File: src/rtl/poll_seq.sv
module poll_seq #(
  parameter int LEN_W  = 8,
  parameter int DIV_LO = 10,
  parameter int DIV_HI = 14
) (
  input  logic             clk,
  input  logic             rst,
  input  logic             mode_hi,
  input  logic [1:0]       br_sel,
  input  logic [LEN_W-1:0] sleep_len,
  input  logic [LEN_W-1:0] start_len,
  input  logic             chk_ok,
  input  logic             chk_bad,
  input  logic             rx_stop,
  output logic             base_tick,
  output logic             sub_tick,
  output logic             rf_en,
  output logic             active,
  output logic             rx_mode
);
  localparam int PW = $clog2(DIV_HI + 1);

  typedef enum logic [1:0] {S_SLEEP, S_START, S_CHECK, S_RECV} st_t;
  st_t st;

  logic [PW-1:0]    pre_cnt, div_q;
  logic [2:0]       sub_cnt;
  logic [1:0]       br_q;
  logic [LEN_W-1:0] cnt;

  wire [PW-1:0]    div_new = mode_hi ? PW'(DIV_HI) : PW'(DIV_LO);
  wire [LEN_W-1:0] cur_len = (st == S_START) ? start_len : sleep_len;
  wire [LEN_W-1:0] last    = (cur_len == '0) ? '0 : cur_len - LEN_W'(1);
  wire             phase_end = sub_tick && (cnt >= last);

  assign base_tick = (pre_cnt == div_q - PW'(1));
  assign sub_tick  = base_tick && (sub_cnt == (3'd7 >> br_q));
  assign rf_en     = (st != S_SLEEP);
  assign active    = (st == S_START) || (st == S_CHECK);
  assign rx_mode   = (st == S_RECV);

  always_ff @(posedge clk) begin
    if (rst) begin
      pre_cnt <= '0;
      div_q   <= div_new;
    end else if (base_tick) begin
      pre_cnt <= '0;
      div_q   <= div_new;
    end else begin
      pre_cnt <= pre_cnt + PW'(1);
    end
  end

  always_ff @(posedge clk) begin
    if (rst) begin
      sub_cnt <= '0;
      br_q    <= br_sel;
    end else if (sub_tick) begin
      sub_cnt <= '0;
      br_q    <= br_sel;
    end else if (base_tick) begin
      sub_cnt <= sub_cnt + 3'd1;
    end
  end

  always_ff @(posedge clk) begin
    if (rst) begin
      st  <= S_SLEEP;
      cnt <= '0;
    end else begin
      case (st)
        S_SLEEP, S_START: begin
          if (phase_end) begin
            st  <= (st == S_SLEEP) ? S_START : S_CHECK;
            cnt <= '0;
          end else if (sub_tick) begin
            cnt <= cnt + LEN_W'(1);
          end
        end
        S_CHECK: begin
          if (chk_bad) begin
            st  <= S_SLEEP;
            cnt <= '0;
          end else if (chk_ok) begin
            st <= S_RECV;
          end
        end
        default: begin
          if (rx_stop) begin
            st  <= S_SLEEP;
            cnt <= '0;
          end
        end
      endcase
    end
  end

  assert_base_pulse_R1: assert property (@(posedge clk) disable iff (rst)
    base_tick |=> !base_tick);
  assert_sub_in_base_R2: assert property (@(posedge clk) disable iff (rst)
    sub_tick |-> base_tick);
  assert_div_hold_R3: assert property (@(posedge clk) disable iff (rst)
    !base_tick |=> $stable(div_q));
  assert_range_hold_R3: assert property (@(posedge clk) disable iff (rst)
    !sub_tick |=> $stable(br_q));
  assert_reset_off_R4: assert property (@(posedge clk)
    $past(rst) |-> (!rf_en && !rx_mode && !active));
  assert_sleep_hold_R5: assert property (@(posedge clk) disable iff (rst)
    (st == S_SLEEP && !sub_tick) |=> (st == S_SLEEP));
  assert_start_hold_R6: assert property (@(posedge clk) disable iff (rst)
    (st == S_START && !sub_tick) |=> (st == S_START));
  assert_reject_R7: assert property (@(posedge clk) disable iff (rst)
    (st == S_CHECK && chk_bad) |=> (st == S_SLEEP));
  assert_recv_hold_R8: assert property (@(posedge clk) disable iff (rst)
    (st == S_RECV && !rx_stop) |=> (st == S_RECV));
  assert_active_excl_R9: assert property (@(posedge clk) disable iff (rst)
    !(active && rx_mode) && (!active || rf_en));
endmodule

File: config.mk
export PLATFORM = sky130hd
export DESIGN_NAME = poll_seq
export DESIGN_NICKNAME = d
export VERILOG_FILES = /design/src/rtl/poll_seq.sv
export SDC_FILE = /design/constraint.sdc
export NUM_CORES = 1
export LEC_CHECK = 0
export ABC_CLOCK_PERIOD_IN_PS = 4600
export CORE_AREA = 2 2 64 66
export CTS_BUF_LIST = sky130_fd_sc_hd__clkbuf_16
export CTS_CLUSTER_SIZE = 30
export DETAILED_ROUTE_END_ITERATION = 7
export DIE_AREA = 0 0 66 68
export PLACE_DENSITY = 0.7
export SYNTH_ARGS = -nofsm -noshare
export SYNTH_HDL_FRONTEND = slang
export SYNTH_SLANG_ARGS = --single-unit
File: constraint.sdc
create_clock -name clk -period 4.6 [get_ports clk]
set_input_delay 1.38 -clock clk [delete_from_list [all_inputs] [get_ports clk]]
set_output_delay 1.38 -clock clk [all_outputs]
set_load 0.005 [all_outputs]
==> Word-level counts from Yosys, hierarchy flattened <==
Index checks and enable logic that the tools add are counted.
{ "classes": {"reduce_logical": 14, "n_addsub": 5, "muxes": 18, "eq_ne": 9, "shifts": 1, "magnitude_cmp": 1} }
{ "ops": {"columns": ["cell", "count"], "rows": [
  ["two-way mux 8 bit", 6],
  ["one-hot mux 8 bit (2 select lines)", 1],
  ["two-way mux 2 bit", 7],
  ["adder 8 x 1 -> 8 bit (second input constant)", 1],
  ["greater-or-equal comparator 8 bit", 1],
  ["zero test 8 bit", 1],
  ["two-way mux 4 bit", 2],
  ["subtractor 8 x 1 -> 8 bit (second input constant)", 1],
  ["inequality test 3 bit (second input constant)", 2],
  ["AND reduction 3 bit", 2],
  ["nonzero test 2 bit", 3],
  ["OR reduction 2 bit", 3],
  ["adder 4 x 1 -> 4 bit (second input constant)", 1],
  ["equality test 2 bit (second input constant)", 2],
  ["equality test 4 bit", 1],
  ["inequality test 2 bit (second input constant)", 2],
  ["one-hot mux 2 bit (2 select lines)", 1],
  ["subtractor 4 x 1 -> 4 bit (second input constant)", 1],
  ["adder 3 x 1 -> 3 bit (second input constant)", 1],
  ["equality test 3 bit", 1],
  ["two-way mux 3 bit", 1],
  ["nonzero test 3 bit", 1],
  ["right shift 3 x 2 -> 3 bit (first input constant)", 1],
  ["equality test 2 x 1 -> 1 bit (second input constant)", 1],
  ["3 further kinds", 4]
]} }
{ "totals": {"ff_bits": 23} }

==> Longest topological paths before layout <==
{ "depth": {"depth_word": 8, "ltp_mapped": 16} }

==> Least setup slack after synthesis <==
No wires, ideal clock.
{ "synth_path": {"path_kind": "in2reg", "startpoint": "input start_len[5]", "endpoint": "register st[0]", "setup_slack_ns": 0.795, "arrival_ns": 3.734, "path_stages": 11, "required_ns": 4.528, "cell_sequence": "mux2_2 -> nor3b_1 -> nand3_1 -> and2_1 -> ha_1 -> nand2b_1 -> a2111oi_0 -> o311ai_0 -> a31oi_1 -> o21bai_1 -> mux2i_1"} }
{ "synth_via": {"elab_chain_len": 7, "word_cells_on_any_way": 8} }
{ "synth_rtl": {"columns": ["element", "line", "text"], "rows": [
  ["start: declaration", "11", "input logic [LEN_W-1:0] start_len,"],
  ["two-way mux 8 bit (*)", "32", "wire [LEN_W-1:0] cur_len = (st == S_START) ? start_len : sleep_len;"],
  ["subtractor 8 x 1 -> 8 bit or zero test 8 bit (tied branches)", "33", "wire [LEN_W-1:0] last = (cur_len == '0) ? '0 : cur_len - LEN_W'(1);"],
  ["two-way mux 8 bit (*)", "33", null],
  ["greater-or-equal comparator 8 bit (*)", "34", "wire phase_end = sub_tick && (cnt >= last);"],
  ["logical AND 1 bit (*)", "34", null],
  ["inequality test 2 bit (no source line) (*)", null, null],
  ["AND reduction 3 bit (no source line) (*)", null, null],
  ["end signal: assignment", "74", "st <= (st == S_SLEEP) ? S_START : S_CHECK;"],
  ["end: declaration", "24", "st_t st;"]
]} }
Mark *: on every way between the ends. The rest lies on a longest branch, timed or not.
A chain may end at the register's enable or synchronous reset.

==> Worst setup path after layout <==
{ "layout_path": {"startpoint": "input start_len[0]", "endpoint": "register st[0]"} }
Same word-level chain as after synthesis.

==> flow_metrics.py <==
metrics = {
    "timing": {
        "period_minus_slack_ps": 4298,
        "finalHoldViolCount": 0,
        "tns_ps": 0,
        "worst_pin_slew_ps": 559.3,
        "slew_headroom": 0.6271,
        "final-max-slew-violation-count": 0,
        "min_period_over_period": 0.9344,
        "grt_setup_unrepaired": "false",
        "setup_viol": 0,
        "fmax_ghz": 0.2326,
        "fin_skew_ps": 4.615,
    },
    "die": {
        "std_cell_rows": 23,
        "start_util": 0.3819,
        "die_area_um2": 4488,
        "die_h_um": 68,
        "core-area_um2": 3856,
        "io_pins": 29,
        "dieWidth_um": 66,
    },
    "critical_path": {
        "worst_ep_arrival_time_ps": 4490,
        "critical_path_class": "primary input to register",
        "rr_endpoint": "st[0]",
        "crit_fanout": 5,
        "worst_ep_required_time_ps": 4790,
        "cp-end-kind": "register",
        "start_kind": "primary input",
        "worstReg2RegStart": "st[1]",
        "r2r_setup_slack_ps": 710,
        "rr_worst_depth": 13,
    },
    "synth": {
        "synth.distinct_cells": 45,
        "synth_edf_count": 3,
        "synth_commonest_cells": "nor2_1 (22), dfxtp_1 (17), ha_1 (16)",
        "postSynthCellCount": 173,
        "synthTopCellsByArea": "dfxtp_1 (23%), ha_1 (14%), edfxtp_1 (6.1%), nor2_1 (5.6%), mux2i_1 (4.8%)",
        "syn_avg_cell_area_um2": 8.512,
        "seq_area_frac_synth": 0.2923,
        "yosysWarnings": 0,
        "ys.flop_type": "dfxtp_1",
        "synth-async-reset-ratio": 0,
        "syn_area_um2": 1473,
        "synth_largest_area_cell": "dfxtp_1",
        "synth_top_area_frac": 0.2311,
        "ys_seq_elements": 20,
        "yosysMostFrequentCell": "nor2_1",
        "syn_nets": 213,
    },
    "clocking": {
        "htree_num_levels": 1,
        "cts.repair.resized": 0,
        "clock_sinks": 20,
        "clk_pin_slew_worst_paths_ps": 60,
        "postCtsSetupBuffers": 0,
        "postCtsHoldBufs": 0,
        "clock_insertion_delay_worst_skew_ps": 260,
        "cts_made_buffers": 3,
        "cts_tree": "yes",
        "cts_buffer_depth": 2,
        "clockRootBuffer": "clkbuf_16",
    },
    "final_layout": {
        "finalCoreUtilization": 0.4922,
        "final_cells": 251,
        "nets": 242,
        "area_growth_syn_to_layout_pct": 28.89,
        "drive_above_1_share": 0.06965,
        "n_antenna_cell": 0,
    },
    "global_route": {
        "grt_pass1_wl_um": 5002,
        "globalRouteTotalUtil": 0.1389,
        "grt-ovfl-total": 0,
        "grt_max_degree": 17,
        "antenna_found_initial": 0,
        "grt_pass1_vias": 1164,
    },
    "drt": {
        "viasPerCell": 5.187,
        "first_pass_iters": 4,
        "wl_per_cell_um": 11.67,
        "drtIter0Drc": 46,
        "vias": 1302,
        "antenna_left": 0,
        "wl_um": 2928,
        "drc": 0,
    },
    "job": {
        "maxCapViolCount": 0,
    },
    "power": {
        "ir_drop_uv": 122.4,
        "p_leak_nw": 0.7426,
        "powerDensity_nw_per_um2": 242.3,
    },
    "place": {
        "io_buffers": 28,
        "place_congestion": 0.7952,
        "dp_hpwl_um": 2224,
        "dp.cells": 247,
    },
    "worst_hold_path": {
        "hold_start": "pre_cnt[0]",
        "min_path_cells": 1,
        "hold_end": "pre_cnt[0]",
        "hold_path.class": "register to register",
    },
    "outcome": {
        "status": "completed",
    },
}
-- through the flow --
| step | hold WS, ps | total power (W) | worst slack, ps | area (um^2) |
|---|---|---|---|---|
| final | 474.5 | 0.0004599 | 301.6 | 1898 |
| after global routing | 519.7 | 0.0004728 | 31.30 | 1898 |
| after CTS | 481.2 | 0.0004606 | 276.9 | 1891 |
| after detailed placement | 469.4 | 0.0002414 | -2.646 | 1790 |
| after global placement | 450.8 | 0.0002409 | 12.68 | 1790 |
| after floorplan | 433.4 | 0.0002143 | 794.8 | 1473 |
-- worst max path at each step --
stage,slack (ps),to,startpoint
global placement,10,st[0],sleep_len[5]
global route,30,st[0],start_len[1]
detailed placement,-3,cnt[3],start_len[0]
finish,300,st[0],start_len[0]
floorplan,790,st[0],start_len[5]
CTS,280,cnt[3],start_len[0]
-- placed cells by master (no fill, tap or decap), types with 4 or more instances in the layout --
master,Yosys,layout
o21ai_0,9,9
inv_1,7,7
nand2_1,14,14
ha_1,16,16
xnor2_1,8,8
clkbuf_16,0,4
a21oi_1,6,6
nor3b_1,4,4
nand2b_1,4,4
dfxtp_1,17,17
mux2i_1,7,7
nor2_1,22,22
clkdlybuf4s50_1,0,28
nand3_1,7,7
-- per-layer routing --
metal / routed length [um] / GRT usage / vias up / part of all wire
met5: 0 / 0 / - / 0
met4: 50 / 0.06122 / 0 / 0.017
met3: 85 / 0.01480 / 5 / 0.029
met2: 1276 / 0.2285 / 20 / 0.44
met1: 1516 / 0.1848 / 602 / 0.52
li1: - / - / 675 / -
-- sequential cells by signal (all words and copies together) (netlist names) --
signal	cells
pre_cnt	4
cnt	8
div_q	1
sub_cnt	3
br_q	2
st	2
-- kinds of logic after synthesis --
| group | Yosys count | share of synthesized area |
|---|---|---|
| flip-flops | 20 | 0.2923 |
| AND/OR/NAND/NOR | 69 | 0.2370 |
| XOR/XNOR | 11 | 0.06543 |
| AO/OA/AOI/OAI | 36 | 0.1665 |
| adder cells (fa/ha/maj) | 16 | 0.1359 |
| buffers and inverters | 12 | 0.03993 |
| multiplexers | 9 | 0.06287 |
-- power by group --
part / switching, W / leakage, nW / internal, W
Clock: 0.0000711 / 0.0493 / 0.000151
Sequential: 0.00000290 / 0.167 / 0.000181
Combinational: 0.0000203 / 0.526 / 0.0000334
Total: 0.0000943 / 0.743 / 0.000366
-- critical path, cell delays in order --
cell and delay, ps:
clkdlybuf4s50_1 450, nor3b_1 260, o21a_1 260, nand3_1 160
and2_1 180, ha_1 260, nand2b_1 140, a2111oi_0 440
o311ai_1 190, a31oi_1 340, o21bai_1 210, mux2i_1 210
-- layout make-up --
type	instances	area, um^2
clock buffer	4	100.1
fill	373	1958
inverter	7	26.28
multi-input combinational	141	991.0
sequential	20	430.4
tap	50	62.56
timing repair buffer	29	287.8
(Power assumes the default switching activity.)
